`config.mk`:
```
export PLATFORM = sky130hd
export DESIGN_NAME = aud_ser_rx
export DESIGN_NICKNAME = d
export VERILOG_FILES = /design/src/rtl/aud_rx_pkg.sv /design/src/rtl/aud_rx_sync.sv /design/src/rtl/aud_rx_fmt_dec.sv /design/src/rtl/aud_rx_slot.sv /design/src/rtl/aud_rx_deser.sv /design/src/rtl/aud_ser_rx.sv
export SDC_FILE = /design/constraint.sdc
export NUM_CORES = 1
export LEC_CHECK = 0
export BUFFER_PORTS_ARGS = -buffer_cell sky130_fd_sc_hd__buf_2
export CAP_MARGIN = 30
export CORE_ASPECT_RATIO = 1.2
export CORE_MARGIN = 1.5
export CORE_UTILIZATION = 45
export DETAILED_ROUTE_END_ITERATION = 10
export PLACE_DENSITY = 0.72
export SYNTH_ARGS = -nofsm -noshare
export SYNTH_HDL_FRONTEND = slang
export SYNTH_HIERARCHICAL = 1
export SYNTH_SLANG_ARGS = --single-unit
```
`constraint.sdc`:
```
create_clock -name clk -period 3.1 [get_ports clk]
set_input_delay 0.465 -clock clk [delete_from_list [all_inputs] [get_ports clk]]
set_output_delay 0.465 -clock clk [all_outputs]
set_load 0.01 [all_outputs]
```
`src/rtl/aud_rx_pkg.sv`:
```
`timescale 1ns/1ps
package aud_rx_pkg;
   typedef enum logic [1:0] {
      FMT_MSB_J  = 2'd0,
      FMT_I2S    = 2'd1,
      FMT_LSB_JL = 2'd2,
      FMT_LSB_JS = 2'd3
   } frame_fmt_e;
endpackage

```
`src/rtl/aud_rx_sync.sv`:
```
`timescale 1ns/1ps
module aud_rx_sync #(
   parameter int WIDTH  = 3,
   parameter int STAGES = 2
) (
   input  logic             clk,
   input  logic             rst_n,
   input  logic [WIDTH-1:0] async_in,
   output logic [WIDTH-1:0] sync_out
);
   if (STAGES < 2) begin : g_bad_stages
      $error("aud_rx_sync: STAGES must be at least 2");
   end

   logic [WIDTH-1:0] stage [STAGES];

   always_ff @(posedge clk) begin
      if (!rst_n) stage[0] <= '0;
      else        stage[0] <= async_in;
   end

   for (genvar i = 1; i < STAGES; i++) begin : g_stage
      always_ff @(posedge clk) begin
         if (!rst_n) stage[i] <= '0;
         else        stage[i] <= stage[i-1];
      end
   end

   assign sync_out = stage[STAGES-1];
endmodule

```
`src/rtl/aud_rx_fmt_dec.sv`:
```
`timescale 1ns/1ps
module aud_rx_fmt_dec
   import aud_rx_pkg::*;
#(
   parameter int DATA_W  = 20,
   parameter int SHORT_W = 16,
   parameter int SLOT_W  = 32,
   parameter int CNT_W   = 6
) (
   input  logic [1:0]       fmt_sel,
   input  logic             force_i2s,
   output logic [CNT_W-1:0] first_pos,
   output logic [CNT_W-1:0] last_pos,
   output logic             short_word,
   output logic             left_level
);
   localparam logic [CNT_W-1:0] P_MSB_FIRST = '0;
   localparam logic [CNT_W-1:0] P_MSB_LAST  = CNT_W'(DATA_W - 1);
   localparam logic [CNT_W-1:0] P_I2S_FIRST = CNT_W'(1);
   localparam logic [CNT_W-1:0] P_I2S_LAST  = CNT_W'(DATA_W);
   localparam logic [CNT_W-1:0] P_LJL_FIRST = CNT_W'(SLOT_W - DATA_W);
   localparam logic [CNT_W-1:0] P_LJS_FIRST = CNT_W'(SLOT_W - SHORT_W);
   localparam logic [CNT_W-1:0] P_SLOT_LAST = CNT_W'(SLOT_W - 1);

   frame_fmt_e eff_fmt;

   always_comb begin
      eff_fmt = force_i2s ? FMT_I2S : frame_fmt_e'(fmt_sel);
      first_pos  = P_MSB_FIRST;
      last_pos   = P_MSB_LAST;
      short_word = 1'b0;
      left_level = 1'b1;
      unique case (eff_fmt)
         FMT_MSB_J: begin
            first_pos = P_MSB_FIRST;
            last_pos  = P_MSB_LAST;
         end
         FMT_I2S: begin
            first_pos  = P_I2S_FIRST;
            last_pos   = P_I2S_LAST;
            left_level = 1'b0;
         end
         FMT_LSB_JL: begin
            first_pos = P_LJL_FIRST;
            last_pos  = P_SLOT_LAST;
         end
         FMT_LSB_JS: begin
            first_pos  = P_LJS_FIRST;
            last_pos   = P_SLOT_LAST;
            short_word = 1'b1;
         end
         default: ;
      endcase
   end
endmodule

```
`src/rtl/aud_rx_slot.sv`:
```
`timescale 1ns/1ps
module aud_rx_slot #(
   parameter int CNT_W = 6
) (
   input  logic             clk,
   input  logic             rst_n,
   input  logic             bit_rise,
   input  logic             frame_lvl,
   output logic [CNT_W-1:0] cur_pos,
   output logic             bit_ok
);
   localparam logic [CNT_W-1:0] CNT_MAX = '1;
   localparam logic [CNT_W-1:0] CNT_ONE = CNT_W'(1);

   logic             seen;
   logic             lvl_prev;
   logic [CNT_W-1:0] pos_q;
   logic             slot_start;

   always_comb begin
      slot_start = seen && (frame_lvl != lvl_prev);
      if (slot_start)            cur_pos = '0;
      else if (pos_q == CNT_MAX) cur_pos = CNT_MAX;
      else                       cur_pos = pos_q + CNT_ONE;
      bit_ok = bit_rise && seen;
   end

   always_ff @(posedge clk) begin
      if (!rst_n) begin
         seen     <= 1'b0;
         lvl_prev <= 1'b0;
         pos_q    <= CNT_MAX;
      end else if (bit_rise) begin
         seen     <= 1'b1;
         lvl_prev <= frame_lvl;
         pos_q    <= cur_pos;
      end
   end
endmodule

```
`src/rtl/aud_rx_deser.sv`:
```
`timescale 1ns/1ps
module aud_rx_deser #(
   parameter int DATA_W  = 20,
   parameter int SHORT_W = 16,
   parameter int CNT_W   = 6
) (
   input  logic              clk,
   input  logic              rst_n,
   input  logic              bit_ok,
   input  logic [CNT_W-1:0]  cur_pos,
   input  logic              sdata,
   input  logic              frame_lvl,
   input  logic [CNT_W-1:0]  first_pos,
   input  logic [CNT_W-1:0]  last_pos,
   input  logic              short_word,
   input  logic              left_level,
   output logic [DATA_W-1:0] left_word,
   output logic [DATA_W-1:0] right_word,
   output logic              pair_valid
);
   logic [DATA_W-1:0] shreg;
   logic [DATA_W-1:0] left_hold;
   logic [DATA_W-1:0] next_bits;
   logic [DATA_W-1:0] word;
   logic              in_win;
   logic              word_done;

   assign next_bits = {shreg[DATA_W-2:0], sdata};
   assign in_win    = bit_ok && (cur_pos >= first_pos) && (cur_pos <= last_pos);
   assign word_done = in_win && (cur_pos == last_pos);

   if (SHORT_W < DATA_W) begin : g_pad
      assign word = short_word ? {next_bits[SHORT_W-1:0], {(DATA_W-SHORT_W){1'b0}}}
                               : next_bits;
   end else begin : g_nopad
      assign word = next_bits;
      logic unused_short;
      assign unused_short = short_word;
   end

   always_ff @(posedge clk) begin
      if (!rst_n) begin
         shreg      <= '0;
         left_hold  <= '0;
         left_word  <= '0;
         right_word <= '0;
         pair_valid <= 1'b0;
      end else begin
         pair_valid <= 1'b0;
         if (in_win) shreg <= next_bits;
         if (word_done) begin
            if (frame_lvl == left_level) begin
               left_hold <= word;
            end else begin
               left_word  <= left_hold;
               right_word <= word;
               pair_valid <= 1'b1;
            end
         end
      end
   end

   // the strobe is a single cycle wide
   a_r7_single_pulse: assert property (@(posedge clk) disable iff (!rst_n)
      pair_valid |=> !pair_valid);

   // the outputs move only together with the strobe
   a_r7_hold_between: assert property (@(posedge clk) disable iff (!rst_n)
      ((left_word != $past(left_word)) || (right_word != $past(right_word))) |-> pair_valid);

   if (SHORT_W < DATA_W) begin : g_pad_chk
      // a short word leaves its low bits clear
      a_r6_short_pad: assert property (@(posedge clk) disable iff (!rst_n)
         (pair_valid && $past(short_word)) |-> (right_word[DATA_W-SHORT_W-1:0] == '0));
   end
endmodule

```
`src/rtl/aud_ser_rx.sv`:
```
`timescale 1ns/1ps
module aud_ser_rx #(
   parameter int DATA_W      = 20,
   parameter int SHORT_W     = 16,
   parameter int SLOT_W      = 32,
   parameter int SYNC_STAGES = 2
) (
   input  logic              clk,
   input  logic              rst_n,
   input  logic [1:0]        fmt_sel,
   input  logic              force_i2s,
   input  logic              bit_clk_in,
   input  logic              frame_clk_in,
   input  logic              data_in,
   output logic [DATA_W-1:0] left_word,
   output logic [DATA_W-1:0] right_word,
   output logic              pair_valid
);
   localparam int CNT_W = $clog2(SLOT_W) + 1;

   if (DATA_W + 1 > SLOT_W) begin : g_bad_slot
      $error("aud_ser_rx: slot too short for the word plus the I2S delay");
   end
   if (SHORT_W > DATA_W || SHORT_W < 2) begin : g_bad_short
      $error("aud_ser_rx: SHORT_W must lie in 2..DATA_W");
   end

   logic [2:0]       sync_bus;
   logic             bclk_s, frame_s, data_s, bclk_q, bit_rise;
   logic [CNT_W-1:0] cur_pos, first_pos, last_pos;
   logic             bit_ok, short_word, left_level;

   aud_rx_sync #(.WIDTH(3), .STAGES(SYNC_STAGES)) u_sync (
      .clk      (clk),
      .rst_n    (rst_n),
      .async_in ({bit_clk_in, frame_clk_in, data_in}),
      .sync_out (sync_bus)
   );
   assign {bclk_s, frame_s, data_s} = sync_bus;

   always_ff @(posedge clk) begin
      if (!rst_n) bclk_q <= 1'b0;
      else        bclk_q <= bclk_s;
   end
   assign bit_rise = bclk_s && !bclk_q;

   aud_rx_fmt_dec #(.DATA_W(DATA_W), .SHORT_W(SHORT_W), .SLOT_W(SLOT_W), .CNT_W(CNT_W)) u_fmt (
      .fmt_sel    (fmt_sel),
      .force_i2s  (force_i2s),
      .first_pos  (first_pos),
      .last_pos   (last_pos),
      .short_word (short_word),
      .left_level (left_level)
   );

   aud_rx_slot #(.CNT_W(CNT_W)) u_slot (
      .clk       (clk),
      .rst_n     (rst_n),
      .bit_rise  (bit_rise),
      .frame_lvl (frame_s),
      .cur_pos   (cur_pos),
      .bit_ok    (bit_ok)
   );

   aud_rx_deser #(.DATA_W(DATA_W), .SHORT_W(SHORT_W), .CNT_W(CNT_W)) u_deser (
      .clk        (clk),
      .rst_n      (rst_n),
      .bit_ok     (bit_ok),
      .cur_pos    (cur_pos),
      .sdata      (data_s),
      .frame_lvl  (frame_s),
      .first_pos  (first_pos),
      .last_pos   (last_pos),
      .short_word (short_word),
      .left_level (left_level),
      .left_word  (left_word),
      .right_word (right_word),
      .pair_valid (pair_valid)
   );

   // a new pair follows a synchronized bit-clock rise by one cycle
   a_r8_after_rise: assert property (@(posedge clk) disable iff (!rst_n)
      pair_valid |-> $past(bit_rise));

   // a pair is only produced at the last slot position of the word
   a_r5_end_position: assert property (@(posedge clk) disable iff (!rst_n)
      pair_valid |-> ($past(cur_pos) == $past(last_pos)));
endmodule

```
* Yosys cells after proc, flatten, opt, wreduce, memory -nomap -nowiden
Memory sizes are Yosys's and may differ from the RTL's.
Cells that the tools add are included.
** Cells by class
- Reduce and logical (&&, ||, !) cells :: 12
- Add/subtract/negate cells :: 1
- Muxes and demuxes :: 13
- Equal/unequal tests :: 7
- Bitwise gates (word level) :: 3
- Order comparisons :: 2
** Operators by type and width (number)
- 6-bit one-hot mux with 4 select lines :: 1
- 20-bit two-way mux :: 1
- 6-bit one-hot mux with 3 select lines :: 1
- 6-bit two-way mux :: 2
- 6-bit by 1-bit adder with 6-bit output, second input constant :: 1
- 6-bit == test :: 1
- 6-bit == test, second input constant :: 1
- 6-bit >= comparator :: 1
- 6-bit less-or-equal comparator :: 1
- 1-bit logical AND :: 6
- 3-bit two-way mux :: 2
- 2-bit AND reduction :: 3
- 1-bit two-way mux :: 5
- 2-bit == test, second input constant :: 2
- 2-bit by 1-bit == test with 1-bit output, second input constant :: 1
- 2-bit zero test :: 1
- 2-bit two-way mux :: 1
- 1-bit OR :: 2
- 2-bit OR reduction :: 1
- 1-bit == test :: 1
- 1-bit zero test :: 1
- 1-bit != test :: 1
- 1-bit inverter :: 1
** Word-level totals
- Bits in writable memories :: 6
- Memories kept :: 1
- Output and inout port bits :: 41
- Logic and storage cells :: 48
- Input port bits :: 8
- Bits in registers :: 89
** Memory list
- u_sync.stage :: words 2, width 3, rd ports 2, clocked after Yosys merged registers in 0, wr ports 2, RTL line aud_rx_sync.sv:15 : logic [WIDTH-1:0] stage [STAGES];

* Longest topological paths before layout
Gate-level depths: netlist of run 1.
- Depth after elaboration :: 8
- Mapped depth :: 13
- Gate-level depth less buffers :: 11

* Modules after synthesis
Netlist of run 1, hierarchy kept.
** Modules (own cells, without submodules)
- aud_rx_deser :: seq. area each 1601.5 um^2, area each 3519.6 um^2, times used 1, cells each 342
- aud_rx_slot :: seq. area each 160.2 um^2, area each 471.7 um^2, times used 1, cells each 56
- aud_rx_sync :: seq. area each 120.1 um^2, area each 157.7 um^2, times used 1, cells each 12
- aud_rx_fmt_dec :: seq. area each 0.0 um^2, area each 107.6 um^2, times used 1, cells each 17
- aud_ser_rx :: seq. area each 20.0 um^2, area each 40.0 um^2, times used 1, cells each 3

* Worst setup path before layout of run 1
No wires, ideal clock.
- Path kind :: flip-flop to flip-flop
- From :: register u_slot.pos_q[0]
- To :: register u_deser.shreg[10]
- Path slack :: 0.437 ns
- Period minus slack after synthesis :: 2.663 ns
- Arrival :: 2.592 ns
- Setup time :: 0.072 ns
- Buffers on the path :: 2
- Cell stages (with the launch flop) :: 11
- Data required time :: 3.028 ns
- Path through :: dfxtp_1 ha_1 or4_4 and3_1 ha_1 nand4_2 o221a_1 o211ai_2 buf_6 buf_12 mux2i_1
** On the way
- Word-level cells in the longest chain between the ends :: 6
- Elaborated cells between the ends (all ways) :: 8
- Those cells by class :: add/sub (1); order compare (2); eq/ne (1); mux (2); reduce/logical (2)
** Ends and longest elaborated chain
- start: declaration :: RTL line aud_rx_slot.sv:17 : logic [CNT_W-1:0] pos_q;
- start signal: assignment :: RTL line aud_rx_slot.sv:36 : pos_q <= cur_pos;
- 6-bit by 1-bit adder with 6-bit output or 6-bit == test (tied branches) :: RTL line aud_rx_slot.sv:24, aud_rx_slot.sv:23
- 6-bit two-way mux * :: RTL line aud_rx_slot.sv:23 : else if (pos_q == CNT_MAX) cur_pos = CNT_MAX;
- 6-bit two-way mux * :: RTL line aud_rx_slot.sv:22 : if (slot_start) cur_pos = '0;
- named net cur_pos[5] :: RTL line aud_ser_rx.sv:30 : logic [CNT_W-1:0] cur_pos, first_pos, last_pos;
- 6-bit >= comparator :: RTL line aud_rx_deser.sv:29 : assign in_win = bit_ok && (cur_pos >= first_pos) && (cur_pos <= last_pos);
- 1-bit logical AND :: RTL line aud_rx_deser.sv:29
- 1-bit logical AND * :: RTL line aud_rx_deser.sv:29
- end signal: assignment :: RTL line aud_rx_deser.sv:50 : if (in_win) shreg <= next_bits;
- end: declaration :: RTL line aud_rx_deser.sv:21 : logic [DATA_W-1:0] shreg;
Mark *: on every way through the listed nets, which the timed path passes. The rest lies on a longest branch.
A chain may end at the register's enable or synchronous reset.

* Worst setup path after layout of run 1
- From :: register u_slot.pos_q[0]
- To :: register u_deser.right_word[19]
** On the way
- Word-level cells in the longest chain between the ends :: 8
- Elaborated cells between the ends (all ways) :: 11
- Those cells by class :: add/sub (1); order compare (2); eq/ne (2); mux (2); reduce/logical (4)
** Ends and longest elaborated chain
- 6-bit by 1-bit adder with 6-bit output or 6-bit == test (tied branches) :: RTL line aud_rx_slot.sv:24, aud_rx_slot.sv:23
- 6-bit two-way mux * :: RTL line aud_rx_slot.sv:23
- 6-bit two-way mux * :: RTL line aud_rx_slot.sv:22
- named net cur_pos[0] :: RTL line aud_ser_rx.sv:30
- 6-bit >= comparator :: RTL line aud_rx_deser.sv:29
- 1-bit logical AND (2 in a row) :: RTL line aud_rx_deser.sv:29
- 1-bit logical AND * :: RTL line aud_rx_deser.sv:30 : assign word_done = in_win && (cur_pos == last_pos);
- 2-bit AND reduction (no source line) *
- end signal: assignment :: RTL line aud_rx_deser.sv:56 : right_word <= word;
- end: declaration :: RTL line aud_rx_deser.sv:18 : output logic [DATA_W-1:0] right_word,
Marked as above.

==> results of run 1 <==
==> worst max-delay path, cell delays in order (launching register included) <==
cell and delay, ns:
sky130_fd_sc_hd__dfxtp_1 0.40, sky130_fd_sc_hd__ha_2 0.25, sky130_fd_sc_hd__and3_2 0.24, sky130_fd_sc_hd__nand3_2 0.12, sky130_fd_sc_hd__a21oi_1 0.23, sky130_fd_sc_hd__inv_1 0.09, sky130_fd_sc_hd__ha_1 0.28, sky130_fd_sc_hd__nand2b_1 0.15
sky130_fd_sc_hd__a21oi_2 0.19, sky130_fd_sc_hd__o221ai_4 0.16, sky130_fd_sc_hd__nand4b_1 0.15, sky130_fd_sc_hd__buf_4 0.15, sky130_fd_sc_hd__buf_6 0.20, sky130_fd_sc_hd__mux2i_1 0.20
==> flip-flops by register name (all words and copies together), names as in the netlist <==
register and flops:
u_deser/pair_valid 1, u_deser/shreg 19, u_deser/right_word 20, u_deser/left_word 20, u_sync/stage 6, u_deser/left_hold 20
u_slot/seen 1, u_slot/pos_q 6, u_slot/lvl_prev 1, bclk_q 1
==> metrics by stage <==
| step | instance area [sq um] | setup slack, ns |
|---|---|---|
| after floorplan | 4300 | 0.437 |
| after global placement | 4510 | 0.320 |
| after detailed placement | 4510 | 0.170 |
| after CTS | 4720 | 0.169 |
| after global routing | 4770 | 0.00324 |
| final | 4770 | 0.193 |
==> logic make-up after synthesis <==
family	Yosys count	synth area share (%)
and+or+nand+nor	139	15.3
muxes	96	22.8
DFF	95	44.3
buffers and inverters	49	7.60
AOI/OAI and AO/OA	33	5.47
adders and majority gates	13	3.79
xor gates and xnor gates	3	0.612
other	2	0.175
==> power by group <==
part	total (W)	internal (W)	switching [W]	leakage [nW]
logic	0.000148	0.0000585	0.0000899	1.60
clock network	0.000846	0.000406	0.000441	0.106
registers	0.00123	0.00123	0.00000539	0.767
==> synth_stat cells, types with 2 or more instances <==
cell and count:
sky130_fd_sc_hd__buf_6 4, sky130_fd_sc_hd__o21ai_0 3, sky130_fd_sc_hd__clkbuf_1 13, sky130_fd_sc_hd__xnor2_1 2, sky130_fd_sc_hd__a21oi_1 15, sky130_fd_sc_hd__nor2b_1 2
sky130_fd_sc_hd__and2_1 10, sky130_fd_sc_hd__buf_12 5, sky130_fd_sc_hd__ha_1 13, sky130_fd_sc_hd__nand4_1 3, sky130_fd_sc_hd__mux2_2 16, sky130_fd_sc_hd__and3_2 2
sky130_fd_sc_hd__nor2_1 3, sky130_fd_sc_hd__buf_4 8, sky130_fd_sc_hd__inv_1 18, sky130_fd_sc_hd__mux2i_1 80, sky130_fd_sc_hd__o21a_1 3, sky130_fd_sc_hd__nand3_2 2
sky130_fd_sc_hd__nand2_1 102, sky130_fd_sc_hd__nand3b_1 4, sky130_fd_sc_hd__a21o_1 3, sky130_fd_sc_hd__conb_1 2, sky130_fd_sc_hd__dfxtp_1 95, sky130_fd_sc_hd__a32oi_1 2
==> routing by layer <==
metal / GRT usage (%) / up-vias / part of all wire (%)
li1: - / 1525 / -
met1: 19.2 / 1425 / 45
met2: 27.0 / 59 / 49
met3: 4.60 / 8 / 3.8
met4: 6.15 / 0 / 1.5
met5: 0 / - / 0
==> final timing paths <==
path | startpoint | to | slack (ns) | cells past startpoint
worst max-delay path | u_slot/pos_q[0] | u_deser/right_word[19] | 0.19 | 13
worst max register to register | u_slot/pos_q[0] | u_deser/right_word[19] | 0.19 | 13
worst min-delay path | data_in | u_sync/stage[0][0] | 0.31 | 2
worst min register to register | u_sync/stage[0][1] | u_sync/stage[1][1] | 0.43 | 1
==> what timing repair did <==
action,4_1_cts,5_1_grt
endpoints found under the hold margin,0,0
endpoints found under the setup margin,0,45
resized for setup,0,4
buffers inserted,0,2
==> layout make-up <==
cell class | instances | area (sq um)
fillers | 864 | 4400
multi-input cells | 288 | 2080
flip-flops and latches | 95 | 1900
repair buffers | 57 | 369
well taps | 120 | 150
clock buffers | 11 | 141
inverters | 18 | 67.6
clock inverters | 5 | 63.8
==> results_dict.tcl, run 1 <==
set metrics [dict create \
    run_status "finished clean" \
    critPathArrivalTime_ns 3.20 \
    cts_tree "done" \
    least_margin_pin_slew_ns 0.634 \
    cts-root-buf "sky130_fd_sc_hd__clkbuf_8" \
    most-common-layout-cells "sky130_fd_sc_hd__nand2_1 (102), sky130_fd_sc_hd__dfxtp_1 (95), sky130_fd_sc_hd__mux2i_1 (80)" \
    clock_insertion_delay_at_the_later_pin_of_the_skew_report_ns 0.36 \
    irDropWorstVdd_mv 0.355 \
    grt_max_degree 67 \
    mostFrequentLayoutCell "sky130_fd_sc_hd__nand2_1" \
    count_of_nets_after_finishing 490 \
    starting_drt_drc_count 101 \
    cts-htree-levels 3 \
    io-pin-count 49 \
    post-route-min-period_ns 2.91 \
    synth_cells 430 \
    maximum_capacitance_violations 0 \
    grt_overflow 0 \
    cts_hold_buffers 0 \
    totalNegativeSetupSlack_ns 0 \
    synth_top_area_share_pct 44.3 \
    rsz0062_at_grt "false" \
    antenna_found_initial 0 \
    dp.cells 574 \
    cts.reportedPaths.clkPinSlew_ns 0.09 \
    synthesis.yosys.warnings 6 \
    whs_ns 0.307 \
    dp_hpwl_um 5320 \
    async_flop_share_pct 0 \
    power.total_w 0.00223 \
    track_usage_pct 16.0 \
    hold_class "input pin to register" \
    routed_vias 3017 \
    worstPathRequired_ns 3.39 \
    synth_seq_area_share_pct 44.3 \
    tritoncts.num_buffers 9 \
    slew_violations 0 \
    synth.avg_cell_area_sq_um 9.99 \
    grt_pass1_wl_um 12800 \
    drtPass1Iterations 4 \
    ys.flop_type "sky130_fd_sc_hd__dfxtp_1" \
    synth_top_cells_by_area "sky130_fd_sc_hd__dfxtp_1 (44%), sky130_fd_sc_hd__mux2i_1 (19%), sky130_fd_sc_hd__nand2_1 (8.9%)" \
    fin_cells 594 \
    synthDistinctLibCells 44 \
    grt_pass1_vias 2803 \
    core_area_sq_mm 0.00918 \
    setup_violations 0 \
    max-clock-path-buffers 2 \
    final.setup_skew_ns 0.0121 \
    antenna_violating_nets_post_route 0 \
    post-route-period-util_pct 93.8 \
    chipWidth_um 92.2 \
    maximum_clock_frequency_ghz 0.344 \
    placement.io_buffers 48 \
    route.detailed.vias_per_inst 5.08 \
    kind_of_critical_path "register to register" \
    die_h_um 110 \
    static-leakage-power_nw 2.47 \
    maxSlewHeadroom_pct 57.7 \
    end_kind "register" \
    synth_edf_count 0 \
    crit_fanout 10 \
    area.growth.synth_to_final_pct 11.1 \
    synth.cell_area_sq_mm 0.00430 \
    initial_utilization_pct 46.8 \
    hold_violations 0 \
    cp_startpoint_kind "register" \
    drc 0 \
    floorplan.rows 38 \
    avgRoutedWirePerCell_um 13.6 \
    n_antenna_cell 0 \
    wl_um 8070 \
    die_area_sq_mm 0.0101 \
    num_clock_sinks 95 \
    proportion_of_layout_cells_with_a_drive_suffix_above_1_pct 21.3 \
    p_per_area_mw_per_mm2 466 \
    synth_top_area_cell "sky130_fd_sc_hd__dfxtp_1" \
    final_core_util_pct 52.0 \
    globalplace.congestion 0.819 \
    ys_ff_latch 95 \
]
(Power assumes the default switching activity.)
==> inputs of run 2 (changes only) <==
Clock period 3.1 ns to 3.7 ns, I/O delays scaled along.
==> results_dict.tcl, run 2 (synthesized netlist as in run 1, its figures left out) <==
set metrics [dict create \
    cts_hold_buffers 0 \
    clock_insertion_delay_at_the_later_pin_of_the_skew_report_ns 0.35 \
    post_cts_resized 0 \
    max-clock-path-buffers 2 \
    initial_utilization_pct 46.8 \
    timing.critical_path.to "u_deser/left_word[5]" \
    mostFrequentLayoutCell "sky130_fd_sc_hd__nand2_1" \
    hold_violations 0 \
    most-common-layout-cells "sky130_fd_sc_hd__nand2_1 (102), sky130_fd_sc_hd__dfxtp_1 (95), sky130_fd_sc_hd__mux2i_1 (80)" \
    drc 0 \
    timing.rr.end "u_deser/left_word[5]" \
    grt_overflow 0 \
    count_of_nets_after_finishing 486 \
    n_antenna_cell 0 \
    worstPathRequired_ns 3.98 \
    stdcell_area_sq_mm 0.00473 \
    proportion_of_layout_cells_with_a_drive_suffix_above_1_pct 20.6 \
    crit_path_top_delay_cell "sky130_fd_sc_hd__dfxtp_1" \
    maximum_clock_frequency_ghz 0.332 \
    multi_input_comb_area_sq_mm 0.00208 \
    crit_fanout 22 \
    cts-root-buf "sky130_fd_sc_hd__clkbuf_8" \
    drtPass1Iterations 4 \
    wl_um 7640 \
    die_h_um 110 \
    p_per_area_mw_per_mm2 410 \
    tritoncts.num_buffers 9 \
    rr_worst_depth 12 \
    die_area_sq_mm 0.0101 \
    critPathArrivalTime_ns 3.29 \
    path_buf_inv 2 \
    filler_cell_count 828 \
    detailedPlace.worstSlack_ns 0.701 \
    routed_vias 2973 \
    avgRoutedWirePerCell_um 13.0 \
    final_core_util_pct 51.6 \
    kind_of_critical_path "register to register" \
    chipWidth_um 92.2 \
    timing.critical_path.cells "ha_1 > and3_2 > nand3_2 > a21oi_1 > inv_1 > ha_1 > nand2b_1 > a21oi_2 > o221ai_4 > nand4b_1 > buf_4 > mux2i_1" \
    grt_pass1_vias 2837 \
    num_clock_sinks 95 \
    final.setup_skew_ns 0.0117 \
    post-route-period-util_pct 81.5 \
    io-pin-count 49 \
    irDropWorstVdd_mv 0.205 \
    static-leakage-power_nw 2.45 \
    placement.io_buffers 48 \
    globalplace.congestion 0.798 \
    hold_class "input pin to register" \
    cts_tree "done" \
    cp_startpoint_kind "register" \
    cts.reportedPaths.clkPinSlew_ns 0.09 \
    rsz0062_at_grt "false" \
    antenna_violating_nets_post_route 0 \
    grt_pass1_wl_um 12800 \
    dp_hpwl_um 5250 \
    post-route-min-period_ns 3.01 \
    cts-htree-levels 3 \
    slew_violations 0 \
    timing.critical_path.max_delay_family "simple AND/OR/NAND/NOR gates" \
    floorplan.rows 38 \
    maximum_capacitance_violations 0 \
    route.detailed.vias_per_inst 5.04 \
    path_common_cell "sky130_fd_sc_hd__ha_1" \
    worstReg2RegStart "u_slot/pos_q[0]" \
    totalNegativeSetupSlack_ns 0 \
    grt_max_degree 107 \
    cts.repair_timing.setup_buffer_count 0 \
    worst-path-stages 12 \
    starting_drt_drc_count 130 \
    run_status "finished clean" \
    cpPeakStageDelay_ns 0.40 \
    track_usage_pct 16.0 \
    largest_registers "u_deser/left_hold x20, u_deser/left_word x20, u_deser/right_word x20" \
    setup_violations 0 \
    end_kind "register" \
    area.growth.synth_to_final_pct 10.1 \
    worst_slack_ns 0.685 \
    sequential_cell_area_sq_mm 0.00190 \
    post_dp_cell_area_sq_mm 0.00450 \
    antenna_found_initial 0 \
    worst_setup_sp "u_slot/pos_q[0]" \
    worst-r2r-setup-slack_ns 0.69 \
    core_area_sq_mm 0.00918 \
]
-- run 2: worst register-to-register path, cell delays in order, from the launching register on --
cell	delay (ns)
sky130_fd_sc_hd__dfxtp_1	0.40
sky130_fd_sc_hd__ha_1	0.25
sky130_fd_sc_hd__and3_2	0.24
sky130_fd_sc_hd__nand3_2	0.12
sky130_fd_sc_hd__a21oi_1	0.21
sky130_fd_sc_hd__inv_1	0.10
sky130_fd_sc_hd__ha_1	0.28
sky130_fd_sc_hd__nand2b_1	0.15
sky130_fd_sc_hd__a21oi_2	0.20
sky130_fd_sc_hd__o221ai_4	0.18
sky130_fd_sc_hd__nand4b_1	0.17
sky130_fd_sc_hd__buf_4	0.37
sky130_fd_sc_hd__mux2i_1	0.27
-- run 2: metrics by stage --
stage               hold slack, ns  power, W  cells
floorplan                    0.406   0.00116    432
global placement             0.414   0.00117    573
detailed placement           0.417   0.00118    574
CTS                          0.384   0.00197    590
global route                 0.397   0.00202    590
finish                       0.411   0.00194    590
-- run 2: worst min-delay path by stage --
stage	from	endpoint	depth (start not counted)
floorplan	u_sync/stage[0][1]	u_sync/stage[1][1]	1
global placement	u_sync/stage[0][2]	u_sync/stage[1][2]	1
detailed placement	u_sync/stage[0][1]	u_sync/stage[1][1]	1
CTS	frame_clk_in	u_sync/stage[0][1]	2
global route	data_in	u_sync/stage[0][0]	2
finish	frame_clk_in	u_sync/stage[0][1]	2
-- run 2: layout make-up --
cell class                      count  area share (%)
Multi-Input combinational cell    288            43.9
Sequential cell                    95            40.2
Timing Repair Buffer               53            6.35
Tap cell                          120            3.17
Clock buffer                       10            2.91
Clock inverter                      6            2.09
Inverter                           18            1.43
-- run 2: metal layers --
| layer | global-route usage, % | up-vias | wire length, um |
|---|---|---|---|
| met4 | 6.15 | 0 | 103 |
| met2 | 27.4 | 48 | 3780 |
| met1 | 19.6 | 1409 | 3510 |
| li1 | - | 1509 | - |
| met5 | 0 | - | 0 |
| met3 | 3.57 | 7 | 254 |
-- run 2: where the power goes --
part           switching (W)  internal, W  total [W]  leakage, nW
clock               0.000372     0.000411   0.000783        0.117
sequential        0.00000457      0.00103    0.00103        0.767
combinational      0.0000760    0.0000495   0.000126         1.56
total               0.000453      0.00149    0.00194         2.45
==> inputs of run 3 (changes only) <==
Settings changed: PLACE_DENSITY 0.72 to 0.74.
Clock period 3.7 ns to 2.4 ns, I/O delays scaled along.
==> results_dict.tcl, run 3 (synthesized netlist as in run 1, its figures left out) <==
set metrics [dict create \
    run_status "finished, violations left" \
    violations "setup timing" \
    wl_met1_um 4080 \
    post-route-period-util_pct 107 \
    maximum_clock_frequency_ghz 0.388 \
    cts_hold_buffers 0 \
    cts.reportedPaths.clkPinSlew_ns 0.11 \
    clock_insertion_delay_at_the_later_pin_of_the_skew_report_ns 0.37 \
    antenna_violating_nets_post_route 0 \
    fin_cells 624 \
    track_usage_pct 18.7 \
    power.total_w 0.00295 \
    die_area_sq_mm 0.0101 \
    irDropWorstVdd_mv 0.415 \
    path_buf_inv 3 \
    slew_violations 0 \
    dr_wl_met2_um 4650 \
    most-common-layout-cells "sky130_fd_sc_hd__nand2_1 (100), sky130_fd_sc_hd__dfxtp_1 (89), sky130_fd_sc_hd__mux2i_1 (79)" \
    initial_utilization_pct 46.8 \
    floorplan.rows 38 \
    mostFrequentLayoutCell "sky130_fd_sc_hd__nand2_1" \
    area.growth.synth_to_final_pct 22.5 \
    count_of_nets_after_finishing 520 \
    core_area_sq_mm 0.00918 \
    end_kind "register" \
    chipWidth_um 92.2 \
    proportion_of_layout_cells_with_a_drive_suffix_above_1_pct 30.8 \
    tritoncts.num_buffers 9 \
    cpPeakStageDelay_ns 0.51 \
    n_antenna_cell 0 \
    crit_path_top_delay_cell "sky130_fd_sc_hd__or4_4" \
    cts-root-buf "sky130_fd_sc_hd__clkbuf_8" \
    post-route-min-period_ns 2.57 \
    drtPass1Iterations 4 \
    rsz0062_at_grt "true" \
    p_per_area_mw_per_mm2 560 \
    starting_drt_drc_count 101 \
    post_dp_cell_area_sq_mm 0.00476 \
    hold_class "input pin to register" \
    worst_slack_ns -0.175 \
    totalNegativeSetupSlack_ns -9.13 \
    routed_vias 3193 \
    largest_registers "u_deser/left_hold x20, u_deser/left_word x20, u_deser/right_word x20" \
    cts-htree-levels 3 \
    route.detailed.vias_per_inst 5.12 \
    final.setup_skew_ns 0.0155 \
    timing.critical_path.cells "nand2_2 > or4_4 > and3_4 > ha_4 > nand4_4 > buf_6 > nor2_4 > nand4b_1 > buf_4 > buf_12 > mux2i_1" \
    top_signal_layer_used "met4" \
    critPathArrivalTime_ns 2.84 \
    num_clock_sinks 95 \
    cts_tree "done" \
    max-clock-path-buffers 2 \
    grt_overflow 0 \
    setup_violations 80 \
    grt_pass1_vias 3217 \
    stdcell_area_sq_mm 0.00527 \
    antenna_found_initial 0 \
    hold_violations 0 \
    io-pin-count 49 \
    die_h_um 110 \
    cp_startpoint_kind "register" \
    dp_hpwl_um 5620 \
    dp.cells 596 \
    maximum_capacitance_violations 0 \
    kind_of_critical_path "register to register" \
    wl_um 9220 \
    drc 0 \
    wl_met3_um 305 \
    worstPathRequired_ns 2.66 \
    static-leakage-power_nw 2.66 \
    avgRoutedWirePerCell_um 14.8 \
    grt_max_degree 65 \
    globalplace.congestion 0.846 \
    placement.io_buffers 48 \
    timing.critical_path.max_delay_family "simple AND/OR/NAND/NOR gates" \
    grt_pass1_wl_um 14800 \
    crit_fanout 14 \
]
run 3: cell count changes in the layout (fill, tap and decap cells not counted), sizes merged:
cell      before  now
bufinv         2    0
clkinv         0    5
clkinvlp       1    0
inv           21   20
buf           53   86
run 3: stage by stage:
step | hold slack, ns | setup WS [ns] | util, %
after floorplan | 0.406 | -0.0130 | -
after global placement | 0.414 | -0.0842 | 51.9
after detailed placement | 0.419 | -0.202 | 51.9
after CTS | 0.185 | -0.142 | 57.7
after global routing | 0.180 | -0.261 | 57.4
final | 0.208 | -0.175 | 57.4
run 3: worst paths after layout:
path	start	end	slack, ns	cells past startpoint
max	u_slot/pos_q[1]	u_deser/left_word[5]	-0.17	11
min	frame_clk_in	u_sync/stage[0][1]	0.21	2
max reg2reg	u_slot/pos_q[1]	u_deser/left_word[5]	-0.17	11
min reg2reg	u_sync/stage[0][1]	u_sync/stage[1][1]	0.44	1
run 3: area by class of cell:
class / instances / area [sq um]
sequential: 95 / 1920
inverter: 18 / 67.6
multi-input combinational: 288 / 2250
clock inverter: 7 / 78.8
fill: 750 / 3910
clock buffer: 9 / 124
timing repair buffer: 87 / 673
tap: 120 / 150
run 3: power by group:
part           internal [W]  switching [W]
sequential          0.00158     0.00000768
clock              0.000411       0.000639
combinational      0.000149       0.000163
total               0.00214       0.000810
run 3: per-layer routing:
layer	track usage [%]	vias to the layer above
met1	21.7	1526
met5	0	-
met3	4.12	14
li1	-	1584
met2	33.1	69
met4	8.57	0
run 3: timing repair:
| item | 4_1_cts | 5_1_grt |
|---|---|---|
| pin swaps | 9 | 10 |
| cloned | 5 | 0 |
| resized for setup | 24 | 18 |
| endpoints found under the setup margin | 80 | 80 |
| setup buffers | 10 | 2 |
run 3: worst register-to-register path, cell delays in order (launching register included):
cell and delay (ns):
sky130_fd_sc_hd__dfxtp_4 0.39, sky130_fd_sc_hd__nand2_2 0.06, sky130_fd_sc_hd__or4_4 0.51, sky130_fd_sc_hd__and3_4 0.19, sky130_fd_sc_hd__ha_4 0.28, sky130_fd_sc_hd__nand4_4 0.08, sky130_fd_sc_hd__buf_6 0.14, sky130_fd_sc_hd__nor2_4 0.17
sky130_fd_sc_hd__nand4b_1 0.20, sky130_fd_sc_hd__buf_4 0.20, sky130_fd_sc_hd__buf_12 0.15, sky130_fd_sc_hd__mux2i_1 0.13
